$ cat src/rtl/lsx_pkg.sv
package lsx_pkg;
  localparam int TICKS_PER_BIT = 16;
  localparam int SYNC_BITS     = 17;
  localparam int SYNC_STAGES   = 2;

  typedef enum logic [2:0] {
    RX_IDLE,
    RX_SYNC,
    RX_HALF,
    RX_SRCH,
    RX_HOLD
  } rx_state_e;

  typedef enum logic {
    TX_IDLE,
    TX_BUSY
  } tx_state_e;
endpackage

$ cat src/rtl/lsx_rst_sync.sv
module lsx_rst_sync #(
  parameter int STAGES = 2
) (
  input  logic clk,
  input  logic arst_n,
  output logic rst_n_o
);
  logic [STAGES-1:0] chain_q;

  always_ff @(posedge clk or negedge arst_n) begin
    if (!arst_n) chain_q <= '0;
    else         chain_q <= {chain_q[STAGES-2:0], 1'b1};
  end

  assign rst_n_o = chain_q[STAGES-1];
endmodule

$ cat src/rtl/lsx_in_sync.sv
module lsx_in_sync #(
  parameter int STAGES = 2
) (
  input  logic clk,
  input  logic rst_n,
  input  logic d,
  output logic q
);
  logic [STAGES-1:0] ff_q;

  genvar g;
  generate
    for (g = 0; g < STAGES; g++) begin : g_stage
      if (g == 0) begin : g_first
        always_ff @(posedge clk or negedge rst_n) begin
          if (!rst_n) ff_q[g] <= 1'b0;
          else        ff_q[g] <= d;
        end
      end else begin : g_next
        always_ff @(posedge clk or negedge rst_n) begin
          if (!rst_n) ff_q[g] <= 1'b0;
          else        ff_q[g] <= ff_q[g-1];
        end
      end
    end
  endgenerate

  assign q = ff_q[STAGES-1];
endmodule

$ cat src/rtl/lsx_tx_timer.sv
module lsx_tx_timer
  import lsx_pkg::*;
#(
  parameter int BIT_TICKS = TICKS_PER_BIT
) (
  input  logic clk,
  input  logic rst_n,
  input  logic tick,
  input  logic en,
  input  logic req_valid,
  input  logic req_sym,
  output logic req_ready,
  output logic line_out,
  output logic line_oe
);
  localparam int CW = (BIT_TICKS > 1) ? $clog2(BIT_TICKS) : 1;
  localparam logic [CW-1:0] LAST = CW'(BIT_TICKS - 1);

  tx_state_e       st_q, st_d;
  logic [CW-1:0]   cnt_q, cnt_d;
  logic            sym_q, sym_d;
  logic            last_tick;

  assign last_tick = (st_q == TX_BUSY) && tick && (cnt_q == LAST);
  assign req_ready = en && ((st_q == TX_IDLE) || last_tick);

  always_comb begin
    st_d  = st_q;
    cnt_d = cnt_q;
    sym_d = sym_q;
    if (!en) begin
      st_d  = TX_IDLE;
      cnt_d = '0;
      sym_d = 1'b0;
    end else if (req_ready && req_valid) begin
      st_d  = TX_BUSY;
      cnt_d = '0;
      sym_d = req_sym;
    end else if (last_tick) begin
      st_d  = TX_IDLE;
      cnt_d = '0;
      sym_d = 1'b0;
    end else if ((st_q == TX_BUSY) && tick) begin
      cnt_d = cnt_q + CW'(1);
    end
  end

  always_ff @(posedge clk or negedge rst_n) begin
    if (!rst_n) begin
      st_q  <= TX_IDLE;
      cnt_q <= '0;
      sym_q <= 1'b0;
    end else begin
      st_q  <= st_d;
      cnt_q <= cnt_d;
      sym_q <= sym_d;
    end
  end

  assign line_oe  = (st_q == TX_BUSY);
  assign line_out = line_oe & sym_q;


  tx_accept_chk: assert property (@(posedge clk) disable iff (!rst_n)
    req_valid && req_ready |=> line_oe && (line_out == $past(req_sym)));


  tx_hold_chk: assert property (@(posedge clk) disable iff (!rst_n)
    line_oe && !req_ready && en |=> line_oe && $stable(line_out));


  tx_abort_chk: assert property (@(posedge clk) disable iff (!rst_n)
    !en |=> !line_oe && !line_out);
endmodule

$ cat src/rtl/lsx_rx_engine.sv
module lsx_rx_engine
  import lsx_pkg::*;
#(
  parameter int BIT_TICKS = TICKS_PER_BIT,
  parameter int SYNC_WIN  = SYNC_BITS
) (
  input  logic clk,
  input  logic rst_n,
  input  logic tick,
  input  logic en,
  input  logic line_s,
  output logic bit_o,
  output logic valid_o,
  output logic fail_o
);
  localparam int HALF_TICKS = BIT_TICKS / 2;
  localparam int SYNC_TICKS = BIT_TICKS * SYNC_WIN;
  localparam int CW         = $clog2(SYNC_TICKS);
  localparam logic [CW-1:0] SYNC_LAST = CW'(SYNC_TICKS - 1);
  localparam logic [CW-1:0] HALF_LAST = CW'(HALF_TICKS - 1);
  localparam logic [CW-1:0] BIT_LAST  = CW'(BIT_TICKS - 1);

  rx_state_e     st_q, st_d;
  logic [CW-1:0] cnt_q, cnt_d;
  logic          prev_q;
  logic          last_q, last_d;
  logic          bit_q, bit_d;
  logic          valid_q, valid_d;
  logic          fail_q, fail_d;
  logic          rise, fall, want;

  assign rise = tick &  line_s & ~prev_q;
  assign fall = tick & ~line_s &  prev_q;
  assign want = last_q ? fall : rise;

  always_comb begin
    st_d    = st_q;
    cnt_d   = cnt_q;
    last_d  = last_q;
    bit_d   = bit_q;
    valid_d = 1'b0;
    fail_d  = 1'b0;
    if (!en) begin
      st_d  = RX_IDLE;
      cnt_d = '0;
    end else begin
      unique case (st_q)
        RX_IDLE: begin
          st_d  = RX_SYNC;
          cnt_d = '0;
        end
        RX_SYNC: begin
          if (tick) begin
            if (rise) begin
              st_d  = RX_HALF;
              cnt_d = '0;
            end else if (cnt_q == SYNC_LAST) begin
              st_d   = RX_HOLD;
              cnt_d  = '0;
              fail_d = 1'b1;
            end else begin
              cnt_d = cnt_q + CW'(1);
            end
          end
        end
        RX_HALF: begin
          if (tick) begin
            if (cnt_q == HALF_LAST) begin
              st_d    = RX_SRCH;
              cnt_d   = '0;
              bit_d   = line_s;
              last_d  = line_s;
              valid_d = 1'b1;
            end else begin
              cnt_d = cnt_q + CW'(1);
            end
          end
        end
        RX_SRCH: begin
          if (tick) begin
            if (want) begin
              st_d  = RX_HALF;
              cnt_d = '0;
            end else if (cnt_q == BIT_LAST) begin
              cnt_d   = '0;
              bit_d   = last_q;
              valid_d = 1'b1;
            end else begin
              cnt_d = cnt_q + CW'(1);
            end
          end
        end
        RX_HOLD: begin
          cnt_d = '0;
        end
        default: begin
          st_d  = RX_IDLE;
          cnt_d = '0;
        end
      endcase
    end
  end

  always_ff @(posedge clk or negedge rst_n) begin
    if (!rst_n) begin
      st_q    <= RX_IDLE;
      cnt_q   <= '0;
      prev_q  <= 1'b0;
      last_q  <= 1'b0;
      bit_q   <= 1'b0;
      valid_q <= 1'b0;
      fail_q  <= 1'b0;
    end else begin
      st_q    <= st_d;
      cnt_q   <= cnt_d;
      last_q  <= last_d;
      bit_q   <= bit_d;
      valid_q <= valid_d;
      fail_q  <= fail_d;
      if (tick) prev_q <= line_s;
    end
  end

  assign bit_o   = bit_q;
  assign valid_o = valid_q;
  assign fail_o  = fail_q;


  rx_pulse_chk: assert property (@(posedge clk) disable iff (!rst_n)
    valid_q |=> !valid_q);


  fail_pulse_chk: assert property (@(posedge clk) disable iff (!rst_n)
    fail_q |=> !fail_q);


  rx_off_chk: assert property (@(posedge clk) disable iff (!rst_n)
    !en |=> !valid_q && !fail_q);


  sync_excl_chk: assert property (@(posedge clk) disable iff (!rst_n)
    fail_q |-> !valid_q);


  hold_quiet_chk: assert property (@(posedge clk) disable iff (!rst_n)
    (st_q == RX_HOLD) |=> !valid_q);
endmodule

$ cat src/rtl/lsusb_bit_xcvr.sv
module lsusb_bit_xcvr
  import lsx_pkg::*;
#(
  parameter int BIT_TICKS = TICKS_PER_BIT,
  parameter int SYNC_WIN  = SYNC_BITS,
  parameter int IN_STAGES = SYNC_STAGES
) (
  input  logic clk,
  input  logic rst_n,
  input  logic tick_en,
  input  logic mode_rx,
  input  logic tx_valid,
  input  logic tx_sym,
  output logic tx_ready,
  input  logic rx_en,
  output logic rx_bit,
  output logic rx_valid,
  output logic sync_fail,
  input  logic line_in,
  output logic line_out,
  output logic line_oe
);
  logic rst_n_s;
  logic line_s;
  logic tx_en;
  logic rx_on;

  assign tx_en = ~mode_rx;
  assign rx_on = mode_rx & rx_en;

  lsx_rst_sync #(.STAGES(2)) u_rst (
    .clk     (clk),
    .arst_n  (rst_n),
    .rst_n_o (rst_n_s)
  );

  lsx_in_sync #(.STAGES(IN_STAGES)) u_insync (
    .clk   (clk),
    .rst_n (rst_n_s),
    .d     (line_in),
    .q     (line_s)
  );

  lsx_tx_timer #(.BIT_TICKS(BIT_TICKS)) u_tx (
    .clk       (clk),
    .rst_n     (rst_n_s),
    .tick      (tick_en),
    .en        (tx_en),
    .req_valid (tx_valid),
    .req_sym   (tx_sym),
    .req_ready (tx_ready),
    .line_out  (line_out),
    .line_oe   (line_oe)
  );

  lsx_rx_engine #(.BIT_TICKS(BIT_TICKS), .SYNC_WIN(SYNC_WIN)) u_rx (
    .clk     (clk),
    .rst_n   (rst_n_s),
    .tick    (tick_en),
    .en      (rx_on),
    .line_s  (line_s),
    .bit_o   (rx_bit),
    .valid_o (rx_valid),
    .fail_o  (sync_fail)
  );


  mode_release_chk: assert property (@(posedge clk) disable iff (!rst_n_s)
    mode_rx |=> !line_oe && !tx_ready);
endmodule

$ cat config.mk
export PLATFORM = sky130hd
export DESIGN_NAME = lsusb_bit_xcvr
export DESIGN_NICKNAME = d
export VERILOG_FILES = /design/src/rtl/lsx_pkg.sv /design/src/rtl/lsx_rst_sync.sv /design/src/rtl/lsx_in_sync.sv /design/src/rtl/lsx_tx_timer.sv /design/src/rtl/lsx_rx_engine.sv /design/src/rtl/lsusb_bit_xcvr.sv
export SDC_FILE = /design/constraint.sdc
export NUM_CORES = 1
export LEC_CHECK = 0
export ABC_CLOCK_PERIOD_IN_PS = 3800
export BUFFER_PORTS_ARGS = -buffer_cell sky130_fd_sc_hd__buf_2
export CAP_MARGIN = 20
export CORE_MARGIN = 2
export CORE_UTILIZATION = 54
export CTS_CLUSTER_DIAMETER = 50
export CTS_CLUSTER_SIZE = 10
export DETAILED_ROUTE_END_ITERATION = 8
export PLACE_DENSITY = 0.81
export SYNTH_ARGS = -nofsm -noshare
export SYNTH_HDL_FRONTEND = slang
export SYNTH_HIERARCHICAL = 1
export SYNTH_SLANG_ARGS = --single-unit
$ cat constraint.sdc
create_clock -name clk -period 3.8 [get_ports clk]
set_clock_uncertainty 0.15 [all_clocks]
set_input_delay 0.19 -clock clk [delete_from_list [all_inputs] [get_ports clk]]
set_output_delay 0.19 -clock clk [all_outputs]
set_load 0.02 [all_outputs]
==> summary.txt, run 1 <==
Outcome
  – Result of the run: completed

Final layout
  – Most frequent standard cell in the layout excluding fill and tap cells: dfrtp_1
  – Ant. Diodes: 0
  – Ratio of cells with drive above 1 in the final layout: 0.204
  – Commonest cells after routing, fill and taps aside: dfrtp_1, nand2_1, buf_2
  – Nets: 173
  – Layout Area Growth over Synthesis: 13.6%

Die
  – Total core area: 2480 um2
  – Height of the chip: 55.3 um
  – Initial Utilization: 0.574
  – Row count: 18
  – Die Span X: 55.3 um
  – DIE AREA: 3060 um2
  – I/O pin total: 14

Timing
  – Worst max-slew margin expressed relative to the limit: 0.491
  – Max Freq: 0.382 GHz
  – Total negative setup slack: 0 ns
  – Final Hold Violating Endpoints: 0
  – Final Max Slew Viols: 0
  – Unrepaired setup endpoints after global routing: false
  – Slew at the pin closest to its max-slew limit: 0.758 ns
  – Minimum period implied by the final worst setup slack: 2.61 ns
  – Fraction of the cycle the final worst path needs: 0.688
  – Final Setup Violations: 0
  – Min setup slack post-route: 1.19 ns

Min path
  – Worst min-delay path category: in2async

Place
  – Routability-driven placement congestion ratio: 0.911
  – Pre-CTS setup slack: 1.38 ns
  – HPWL Detailed: 1.90 mm
  – Input/output buffers: 13

Yosys
  – Post-synthesis register bit count: 27
  – Count of flip-flops with a built-in enable after synthesis: 0
  – Dominant cell type by area after synthesis: dfrtp_1
  – Syn Inst Count: 139
  – Synth top area cells: dfrtp_1, nand2_1, o31ai_1
  – Sequential area share after synthesis: 0.475
  – Most instantiated flip-flop cell in the synthesis netlist: dfrtp_1
  – Proportion of synthesized flip-flops having asynchronous set or reset: 1.00
  – YS warnings: 6
  – Mean instance size in the synthesized netlist: 10.2 um2
  – Post-synthesis net count: 149
  – Count of different cell masters after synthesis: 51
  – Cell Area, Synth: 1420 um2
  – Fraction of post-synthesis cell area in the top cell type by area: 0.475

Drt
  – Final Routed Wirelength: 2.68 mm
  – Via count: 1147
  – Detailed-route wire length per cell: 14.0 um
  – DRC violation total after the first TritonRoute iteration: 46
  – Residual DRC: 0
  – Ratio of routed vias to standard cells: 5.97
  – Drt pass-1 iters: 4
  – Number of routed nets with antenna violations: 0

Worst setup path
  – Worst EP required: 3.87 ns
  – Beginning of the critical path: mode_rx
  – Reg2reg end: u_rx/cnt_q[6]
  – Destination of the critical timing path: u_rx/cnt_q[6]
  – Internal reg-to-reg setup slack: 1.34 ns
  – Reg-to-reg critical path startpoint: u_insync/q
  – Biggest fanout along the worst timing path: 11
  – Worst EP arrival: 2.69 ns
  – Type of origin of the critical path: input port
  – Number of cell instances on the worst register-to-register path: 5
  – Kind of capture point of the worst setup path: flip-flop
  – Worst setup path class: in2reg

CTS
  – Skew-Pair Late Insertion Delay: 0.32 ns
  – Number of clock sinks seen by CTS: 27
  – Clk root buf: clkbuf_4
  – TritonCTS clock tree: yes
  – Count of H-tree levels built during CTS: 1
  – Post-CTS Setup Repair Bufs: 0
  – Clock edge transition at the registers on the reported setup and hold paths: 0.13 ns
  – Deepest clock path buffer count: 2
  – Inserted Clock Buffers: 3

Pwr
  – Power density normalized to cell area: 294 nW/um2
  – Leakage power: 0.000681 uW
  – Largest voltage drop on the vdd net: 0.274 mV

Global route
  – Final global-route overflow total: 0
  – Overall Global Routing Usage: 0.188
  – Vias in the first global route: 1087
  – Antenna violations before repair: 0
  – Largest net degree at the start of global routing: 26
  – First-pass GRT wire length: 4.68 mm

Job
  – Number of max-cap violations: 0
[worst max-delay path, stage by stage]
cell           delay [ns]
dlygate4sd3_1        0.52
buf_2                0.10
and2_1               0.21
nand2b_1             0.13
or3b_1               0.46
a211oi_2             0.64
nor2_2               0.16
o31ai_1              0.27
[worst min path at each step]
stage | startpoint | to | slack (ns) | cells past startpoint
2_1_floorplan | rst_n | u_rst/chain_q[0] | -0.26 | 0
3_3_place_gp | rst_n | u_rst/chain_q[0] | -0.18 | 1
3_5_place_dp | rst_n | u_rst/chain_q[0] | -0.17 | 1
4_1_cts | rst_n | u_rst/chain_q[1] | 0.0007 | 2
5_1_grt | rst_n | u_rst/chain_q[1] | 0.02 | 2
6_report | rst_n | u_rst/chain_q[1] | 0.02 | 2
[cell type report]
class / count / area, um2
Fill cell: 202 / 861
Multi-Input combinational cell: 106 / 717
Sequential cell: 27 / 676
Timing Repair Buffer: 20 / 140
Tap cell: 30 / 37.5
Clock buffer: 3 / 22.5
Inverter: 5 / 18.8
Clock inverter: 1 / 5.00
[through the flow]
step	power, uW	area [um2]	cells	hold slack [ns]	utilization
CTS	480	1600	191	0.000736	0.646
detailed placement	356	1510	181	-0.174	0.611
floorplan	341	1420	139	-0.256	-
global placement	354	1510	181	-0.176	0.611
global route	499	1620	192	0.0173	0.653
finish	476	1620	192	0.0204	0.653
[cells by family (layout without fill, tap and decap cells)]
group | count (synthesis) | after routing | share of synthesized area
other | 1 | 1 | 0.00264
buffers and inverters | 6 | 29 | 0.0211
adder cells (fa/ha/maj) | 2 | 2 | 0.0176
multiplexers | 4 | 4 | 0.0299
AND/OR/NAND/NOR | 59 | 59 | 0.242
AO/OA/AOI/OAI | 38 | 38 | 0.200
XOR/XNOR | 2 | 2 | 0.0123
flip-flops | 27 | 27 | 0.475
[sequential cells by signal, indices dropped and copies added (netlist names), 2 cells and up]
| name | count |
|---|---|
| u_tx/cnt_q | 4 |
| u_rx/cnt_q | 9 |
| u_rx/st_q | 3 |
| u_rst/chain_q | 2 |
[layer usage]
| metal | routed length, um | track usage | vias to the layer above |
|---|---|---|---|
| li1 | - | - | 566 |
| met1 | 1200 | 0.249 | 551 |
| met2 | 1350 | 0.304 | 28 |
| met3 | 112 | 0.0281 | 2 |
| met4 | 15 | 0.0871 | 0 |
| met5 | 0 | 0 | - |
[cells in the mapped netlist (all sizes together), types with 2 or more instances]
| master | number |
|---|---|
| or4b | 2 |
| inv | 5 |
| a21oi | 6 |
| and2 | 2 |
| nor3 | 7 |
| or3 | 5 |
| mux2i | 2 |
| and3 | 2 |
| nor2 | 6 |
| o221ai | 4 |
| nand2 | 16 |
| or2 | 3 |
| nand3 | 7 |
| o31ai | 7 |
| o21ai | 11 |
| dfrtp | 27 |
| a311oi | 2 |
| ha | 2 |
| mux2 | 2 |
[power by group]
group	total (uW)	internal [uW]	switching [uW]
sequential	308	297	11.5
combinational	49.0	23.3	25.7
clock	118	39.4	79.0
[timing repair]
action / CTS / global route
hold buffers: 6 / 0
hold endpoints to repair: 7 / 0
gates resized for setup: 0 / 0
(Power assumes the default switching activity.)
==> run 2: changes to the inputs <==
ABC_AREA = 1   (was not set)
ABC_CLOCK_PERIOD_IN_PS = 2100   (was 3800)
CORE_UTILIZATION = 52   (was 54)
clock period = 2.1 ns   (was 3.8 ns; I/O delays follow)
==> summary.txt, run 2 <==
Yosys
  – Top cells by count, synth: nand2_1, dfrtp_1, inv_1
  – Dominant cell type by area after synthesis: dfrtp_1
  – Count of different cell masters after synthesis: 28 (-45%)
  – Fraction of post-synthesis cell area in the top cell type by area: 0.434 (-0.0405)
  – Count of flip-flops with a built-in enable after synthesis: 0 (unchanged)
  – Proportion of synthesized flip-flops having asynchronous set or reset: 1.00 (unchanged)
  – Most instantiated flip-flop cell in the synthesis netlist: dfrtp_1
  – YS warnings: 6 (unchanged)
  – Sequential area share after synthesis: 0.434 (-0.0405)
  – Syn Inst Count: 184 (+32%)
  – Synth top area cells: dfrtp_1, nand2_1, inv_1
  – Post-synthesis net count: 194 (+30%)
  – Mean instance size in the synthesized netlist: 8.45 um2 (-17%)
  – Post-synthesis register bit count: 27 (unchanged)
  – Cell with the most instances after synthesis: nand2_1
  – Cell Area, Synth: 1560 um2 (+9.3%)

Job
  – Number of max-cap violations: 0 (unchanged)

Timing
  – Fraction of the cycle the final worst path needs: 0.916
  – Final Max Slew Viols: 0 (unchanged)
  – Final Setup Violations: 0 (unchanged)
  – Max Freq: 0.520 GHz
  – Total negative setup slack: 0 ns (unchanged)
  – Final Hold Violating Endpoints: 0 (unchanged)
  – Minimum period implied by the final worst setup slack: 1.92 ns
  – Worst Hold Margin: 0.0220 ns (+0.00169 ns)
  – Unrepaired setup endpoints after global routing: false

Pwr
  – Internal Pwr Total: 657 uW (+83%)
  – Switching Fraction: 0.264 (+0.0196)
  – Clock group share of total power: 0.250 (about the same)
  – Power, Total: 892 uW (+87%)
  – Logic gate share of total power: 0.136 (+0.033)
  – Leakage power: 0.000937 uW (+38%)
  – Net switching power: 235 uW (+100%)
  – Power density normalized to cell area: 500 nW/um2 (+70%)
  – Largest voltage drop on the vdd net: 0.305 mV (+11%)
  – Sequential cell fraction of total power: 0.614 (-0.034)

Final layout
  – Number of fill cells in the layout: 253 (+25%)
  – Sequential cell area: 676 um2 (unchanged)
  – Layout Area Growth over Synthesis: 14.6%
  – Ant. Diodes: 0 (unchanged)
  – Nets: 222 (+28%)
  – Ratio of cells with drive above 1 in the final layout: 0.227 (+0.0238)
  – Biggest register: u_rx/cnt_q
  – Area of the multi-input gates: 778 um2 (+8.6%)
  – Final non-filler cell area: 1780 um2 (+10%)
  – Largest regs: u_rx/cnt_q x9, u_tx/cnt_q x4, u_rx/st_q x3
  – Commonest cells after routing, fill and taps aside: nand2_1, dfrtp_1, inv_1
  – Final design utilization: 0.636 (-0.0169)
  – Flip-flop count of the largest register, all copies and words added: 9 (unchanged)
  – Most frequent standard cell in the layout excluding fill and tap cells: nand2_1

CTS
  – CTS-repair resized insts: 0 (unchanged)
  – Number of hold-repair buffers added at the cts stage: 9 (+3)
  – Clock edge transition at the registers on the reported setup and hold paths: 0.15 ns (+0.02 ns)
  – TritonCTS clock tree: yes
  – Clk root buf: clkbuf_4
  – Skew-Pair Late Insertion Delay: 0.32 ns (about the same)
  – Inserted Clock Buffers: 3 (unchanged)
  – Deepest clock path buffer count: 2 (unchanged)
  – Count of H-tree levels built during CTS: 1 (unchanged)
  – Number of clock sinks seen by CTS: 27 (unchanged)
  – Post-CTS Setup Repair Bufs: 0 (unchanged)

Global route
  – Final global-route overflow total: 0 (unchanged)
  – Overall Global Routing Usage: 0.188 (-0.000537)
  – Largest net degree at the start of global routing: 22 (-15%)
  – Vias in the first global route: 1204 (+11%)
  – First-pass GRT wire length: 5.00 mm (+6.9%)
  – Antenna violations before repair: 0 (unchanged)

Outcome
  – Result of the run: finished, violations left
  – Violations in the final reports: DRC

Place
  – HPWL Detailed: 2.07 mm (+9.3%)
  – Routability-driven placement congestion ratio: 0.888 (-2.5%)
  – Placed inst area: 1670 um2 (+10%)
  – Input/output buffers: 13 (unchanged)

Worst setup path
  – Worst EP arrival: 2.05 ns (-0.64 ns)
  – Biggest fanout along the worst timing path: 3 (-8)
  – Type of origin of the critical path: flip-flop
  – Kind of capture point of the worst setup path: flip-flop
  – Number of cell instances on the worst register-to-register path: 7 (+2)
  – Worst EP required: 2.22 ns (-1.65 ns)
  – Worst setup path class: reg2reg

Drt
  – DRC violation total after the first TritonRoute iteration: 45 (-2.2%)
  – Ratio of routed vias to standard cells: 5.18 (-13%)
  – Number of routed nets with antenna violations: 0 (unchanged)
  – Residual DRC: 1 (+1)
  – Via count: 1254 (+9.3%)
  – Drt pass-1 iters: 6 (+2)
  – Final Routed Wirelength: 2.80 mm (+4.4%)
  – Detailed-route wire length per cell: 11.6 um (-17%)

Die
  – DIE AREA: 3440 um2 (+13%)
  – Row count: 19 (+1)
  – Initial Utilization: 0.554 (-0.0198)
  – Height of the chip: 58.7 um (+6.1%)
  – I/O pin total: 14 (unchanged)
  – Die Span X: 58.7 um (+6.1%)
  – Total core area: 2810 um2 (+13%)

Min path
  – Count of cells along the worst hold path: 4
  – Worst min-delay path category: in2reg
==> run 2: path summary, 6_finish.rpt <==
kind                            slack (ns)             to              from
worst max-delay path                  0.18     u_tx/sym_q     u_tx/cnt_q[0]
worst min-delay path                  0.02  u_tx/cnt_q[1]           mode_rx
worst max register to register        0.18     u_tx/sym_q     u_tx/cnt_q[0]
worst min register to register        0.08  u_rx/cnt_q[1]  u_rst/chain_q[1]
max in group asynchronous             1.14  u_tx/cnt_q[1]  u_rst/chain_q[1]
min in group asynchronous             0.08  u_rx/cnt_q[1]  u_rst/chain_q[1]
==> run 2: cell type report <==
cell class                      instances  area share
Inverter                               27      0.0568
Tap cell                               31      0.0218
Clock buffer                            4      0.0147
Sequential cell                        27       0.379
Timing Repair Buffer                   23      0.0912
Multi-Input combinational cell        130       0.436
==> run 2: critical path: stages, from the launching register on <==
cell and delay (ns):
dfrtp_1 0.44, ha_1 0.24, nand3_1 0.15, inv_1 0.05, nand2_1 0.10, o2111ai_1 0.12
o21ai_2 0.07, dlygate4sd3_1 0.55
==> run 2: power by group through the flow <==
stage | Combinational (uW) | Sequential, uW | Clock, uW
final | 121 | 548 | 223
after global routing | 135 | 550 | 254
after CTS | 121 | 548 | 234
after detailed placement | 106 | 559 | 0
after global placement | 105 | 559 | 0
after floorplan | 70.1 | 565 | 0
==> run 2: logic make-up (layout without fill, tap and decap cells) <==
family / after synthesis / after routing / share of synthesized area
xor gates and xnor gates: 9 / 9 / 0.0507
buffers and inverters: 27 / 54 / 0.0652
other: 1 / 1 / 0.00241
adders and majority gates: 2 / 2 / 0.0161
AOI/OAI and AO/OA: 25 / 25 / 0.124
and+or+nand+nor: 93 / 93 / 0.307
DFF: 27 / 27 / 0.434
==> run 2: metrics by stage <==
stage / worst slack (ns) / std cells
floorplan: 0.586 / 184
global placement: 0.448 / 229
detailed placement: 0.425 / 229
CTS: 0.170 / 242
global route: 0.0557 / 242
finish: 0.177 / 242
==> run 2: metal layers <==
metal | global-route usage | vias up | part of all wire
li1 | - | 646 | -
met1 | 0.253 | 580 | 0.47
met3 | 0.0286 | 4 | 0.034
met5 | 0 | - | 0
met2 | 0.318 | 24 | 0.49
met4 | 0.0487 | 0 | 0.0064
==> run 3: changes to the inputs <==
--- a/config.mk
+++ b/config.mk
@@ -12,3 +12,4 @@
 export CORE_MARGIN = 2
-export CORE_UTILIZATION = 52
+export CORE_UTILIZATION = 54
+export CTS_BUF_LIST = sky130_fd_sc_hd__clkbuf_8
 export CTS_CLUSTER_DIAMETER = 50
@@ -16,3 +17,3 @@
 export DETAILED_ROUTE_END_ITERATION = 8
-export PLACE_DENSITY = 0.81
+export PLACE_DENSITY = 0.83
 export SYNTH_ARGS = -nofsm -noshare
==> constraint.sdc (replaced) <==
create_clock -name clk -period 2.1 [get_ports clk]
set_clock_uncertainty 0.15 [all_clocks]
set_input_delay 0.315 -clock clk [delete_from_list [all_inputs] [get_ports clk]]
set_output_delay 0.315 -clock clk [all_outputs]
set_load 0.02 [all_outputs]
==> summary.txt, run 3 (same netlist as run 2, synthesis figures left out) <==
Outcome
  – Result of the run: completed

Global route
  – First-pass GRT wire length: 4.76 mm (-4.8%)
  – Overall Global Routing Usage: 0.181 (-0.00644)
  – Antenna violations before repair: 0 (unchanged)
  – Final global-route overflow total: 0 (unchanged)
  – Vias in the first global route: 1163 (-3.4%)
  – Largest net degree at the start of global routing: 26 (+18%)

Die
  – Initial Utilization: 0.564 (+0.00956)
  – Die Span X: 57.7 um (-1.7%)
  – Height of the chip: 57.7 um (-1.7%)
  – I/O pin total: 14 (unchanged)
  – Row count: 19 (unchanged)
  – Total core area: 2760 um2 (-1.7%)
  – DIE AREA: 3330 um2 (-3.5%)

Drt
  – Via count: 1229 (-2.0%)
  – Drt pass-1 iters: 4 (-2)
  – DRC violation total after the first TritonRoute iteration: 59 (+31%)
  – Final Routed Wirelength: 2.74 mm (-2.0%)
  – Detailed-route wire length per cell: 11.7 um (+0.95%)
  – Ratio of routed vias to standard cells: 5.23 (+0.93%)
  – Residual DRC: 0 (-1)
  – Number of routed nets with antenna violations: 0 (unchanged)

Worst setup path
  – Kind of capture point of the worst setup path: primary output
  – Critical Path, Cell by Cell: ha_1 -> nand3_1 -> inv_1 -> nand2_1 -> a21oi_1 -> buf_2
  – Internal reg-to-reg setup slack: 0.39 ns (+0.21 ns)
  – Worst setup path class: reg2out
  – Worst EP required: 1.63 ns (-0.59 ns)
  – Slowest cell on crit path: dfrtp_1
  – Stage delay of the slowest cell on the critical path: 0.39 ns (-0.16 ns)
  – Type of origin of the critical path: flip-flop
  – Worst EP arrival: 1.46 ns (-0.59 ns)
  – Biggest fanout along the worst timing path: 3 (unchanged)

CTS
  – Inserted Clock Buffers: 3 (unchanged)
  – Post-CTS Setup Repair Bufs: 0 (unchanged)
  – TritonCTS clock tree: yes
  – Clock edge transition at the registers on the reported setup and hold paths: 0.09 ns (-0.06 ns)
  – Number of hold-repair buffers added at the cts stage: 2 (-7)
  – Number of clock sinks seen by CTS: 27 (unchanged)
  – Clk root buf: clkbuf_8
  – Skew-Pair Late Insertion Delay: 0.26 ns (-0.06 ns)
  – CTS-repair resized insts: 0 (unchanged)
  – Count of H-tree levels built during CTS: 1 (unchanged)
  – Deepest clock path buffer count: 2 (unchanged)

Place
  – Input/output buffers: 13 (unchanged)
  – Routability-driven placement congestion ratio: 0.864 (-2.7%)
  – HPWL Detailed: 2.05 mm (-1.3%)

Timing
  – Max Freq: 0.519 GHz (-0.24%)
  – Fraction of the cycle the final worst path needs: 0.918 (+0.00224)
  – Final Setup Violations: 0 (unchanged)
  – Unrepaired setup endpoints after global routing: false
  – Total negative setup slack: 0 ns (unchanged)
  – Minimum period implied by the final worst setup slack: 1.93 ns (+0.00471 ns)
  – Final Hold Violating Endpoints: 0 (unchanged)
  – Final Max Slew Viols: 0 (unchanged)

Pwr
  – Leakage power: 0.000917 uW (-2.2%)
  – Power density normalized to cell area: 541 nW/um2 (+8.2%)
  – Largest voltage drop on the vdd net: 0.470 mV (+54%)

Final layout
  – Biggest register: u_rx/cnt_q
  – Ant. Diodes: 0 (unchanged)
  – Most frequent standard cell in the layout excluding fill and tap cells: nand2_1
  – Layout Area Growth over Synthesis: 11.3%
  – Flip-flop count of the largest register, all copies and words added: 9 (unchanged)
  – Commonest cells after routing, fill and taps aside: nand2_1, dfrtp_1, inv_1
  – Nets: 215 (-3.2%)
  – Final design utilization: 0.628 (-0.00764)
  – Ratio of cells with drive above 1 in the final layout: 0.235 (+0.00781)
  – Largest regs: u_rx/cnt_q x9, u_tx/cnt_q x4, u_rx/st_q x3

Job
  – Number of max-cap violations: 0 (unchanged)

Min path
  – Worst min-delay path category: reg2async
## run 3: cell count changes in the layout (fill, tap and decap cells not counted), sizes merged
cell,previous run,this run
dlygate4sd3,9,2
inv,26,27
clkbuf,4,3
## run 3: critical path, delay by kind of cell (launching register included)
family	cells	cell delay [ns]
flip-flops	1	0.39
buffers and inverters	2	0.26
AND/OR/NAND/NOR	2	0.22
adder cells (fa/ha/maj)	1	0.20
AO/OA/AOI/OAI	1	0.12
## run 3: final cells by class
type	instances	area [um2]
clock buffer	3	41.3
clock inverter	1	3.75
fill	240	1030
inverter	27	101
multi-input combinational	130	778
sequential	27	676
tap	31	38.8
timing repair buffer	16	92.6
## run 3: per-stage QoR
| stage | std cells | total power [uW] | instance area (um2) | hold slack (ns) | worst slack (ns) |
|---|---|---|---|---|---|
| floorplan | 184 | 635 | 1560 | -0.131 | 0.465 |
| global placement | 229 | 663 | 1670 | -0.0495 | 0.449 |
| detailed placement | 229 | 665 | 1670 | -0.0471 | 0.403 |
| CTS | 235 | 949 | 1730 | 0.0951 | 0.153 |
| global route | 235 | 977 | 1730 | 0.133 | 0.0339 |
| finish | 235 | 937 | 1730 | 0.0839 | 0.172 |
## run 3: where the power goes
part           switching [uW]  internal, uW
registers                13.7           533
logic                    70.0          39.5
clock network             150           131
## run 3: layer usage
metal,routed length (um),GRT usage,vias to the layer above
li1,-,-,629
met4,26,0.0631,0
met1,1290,0.230,575
met3,86,0.0313,4
met2,1340,0.312,21
met5,0,0,-
## run 3: worst paths after layout
path                       depth (start not counted)              from             to
max                                                6     u_tx/cnt_q[0]       tx_ready
min reg2reg                                        1  u_rst/chain_q[1]  u_rx/cnt_q[0]
max in group asynchronous                          1  u_rst/chain_q[1]   u_rx/st_q[1]
min                                                1  u_rst/chain_q[1]  u_rx/cnt_q[0]
min in group clk                                   3            tx_sym     u_tx/sym_q
max reg2reg                                        8     u_rx/cnt_q[0]  u_rx/cnt_q[2]
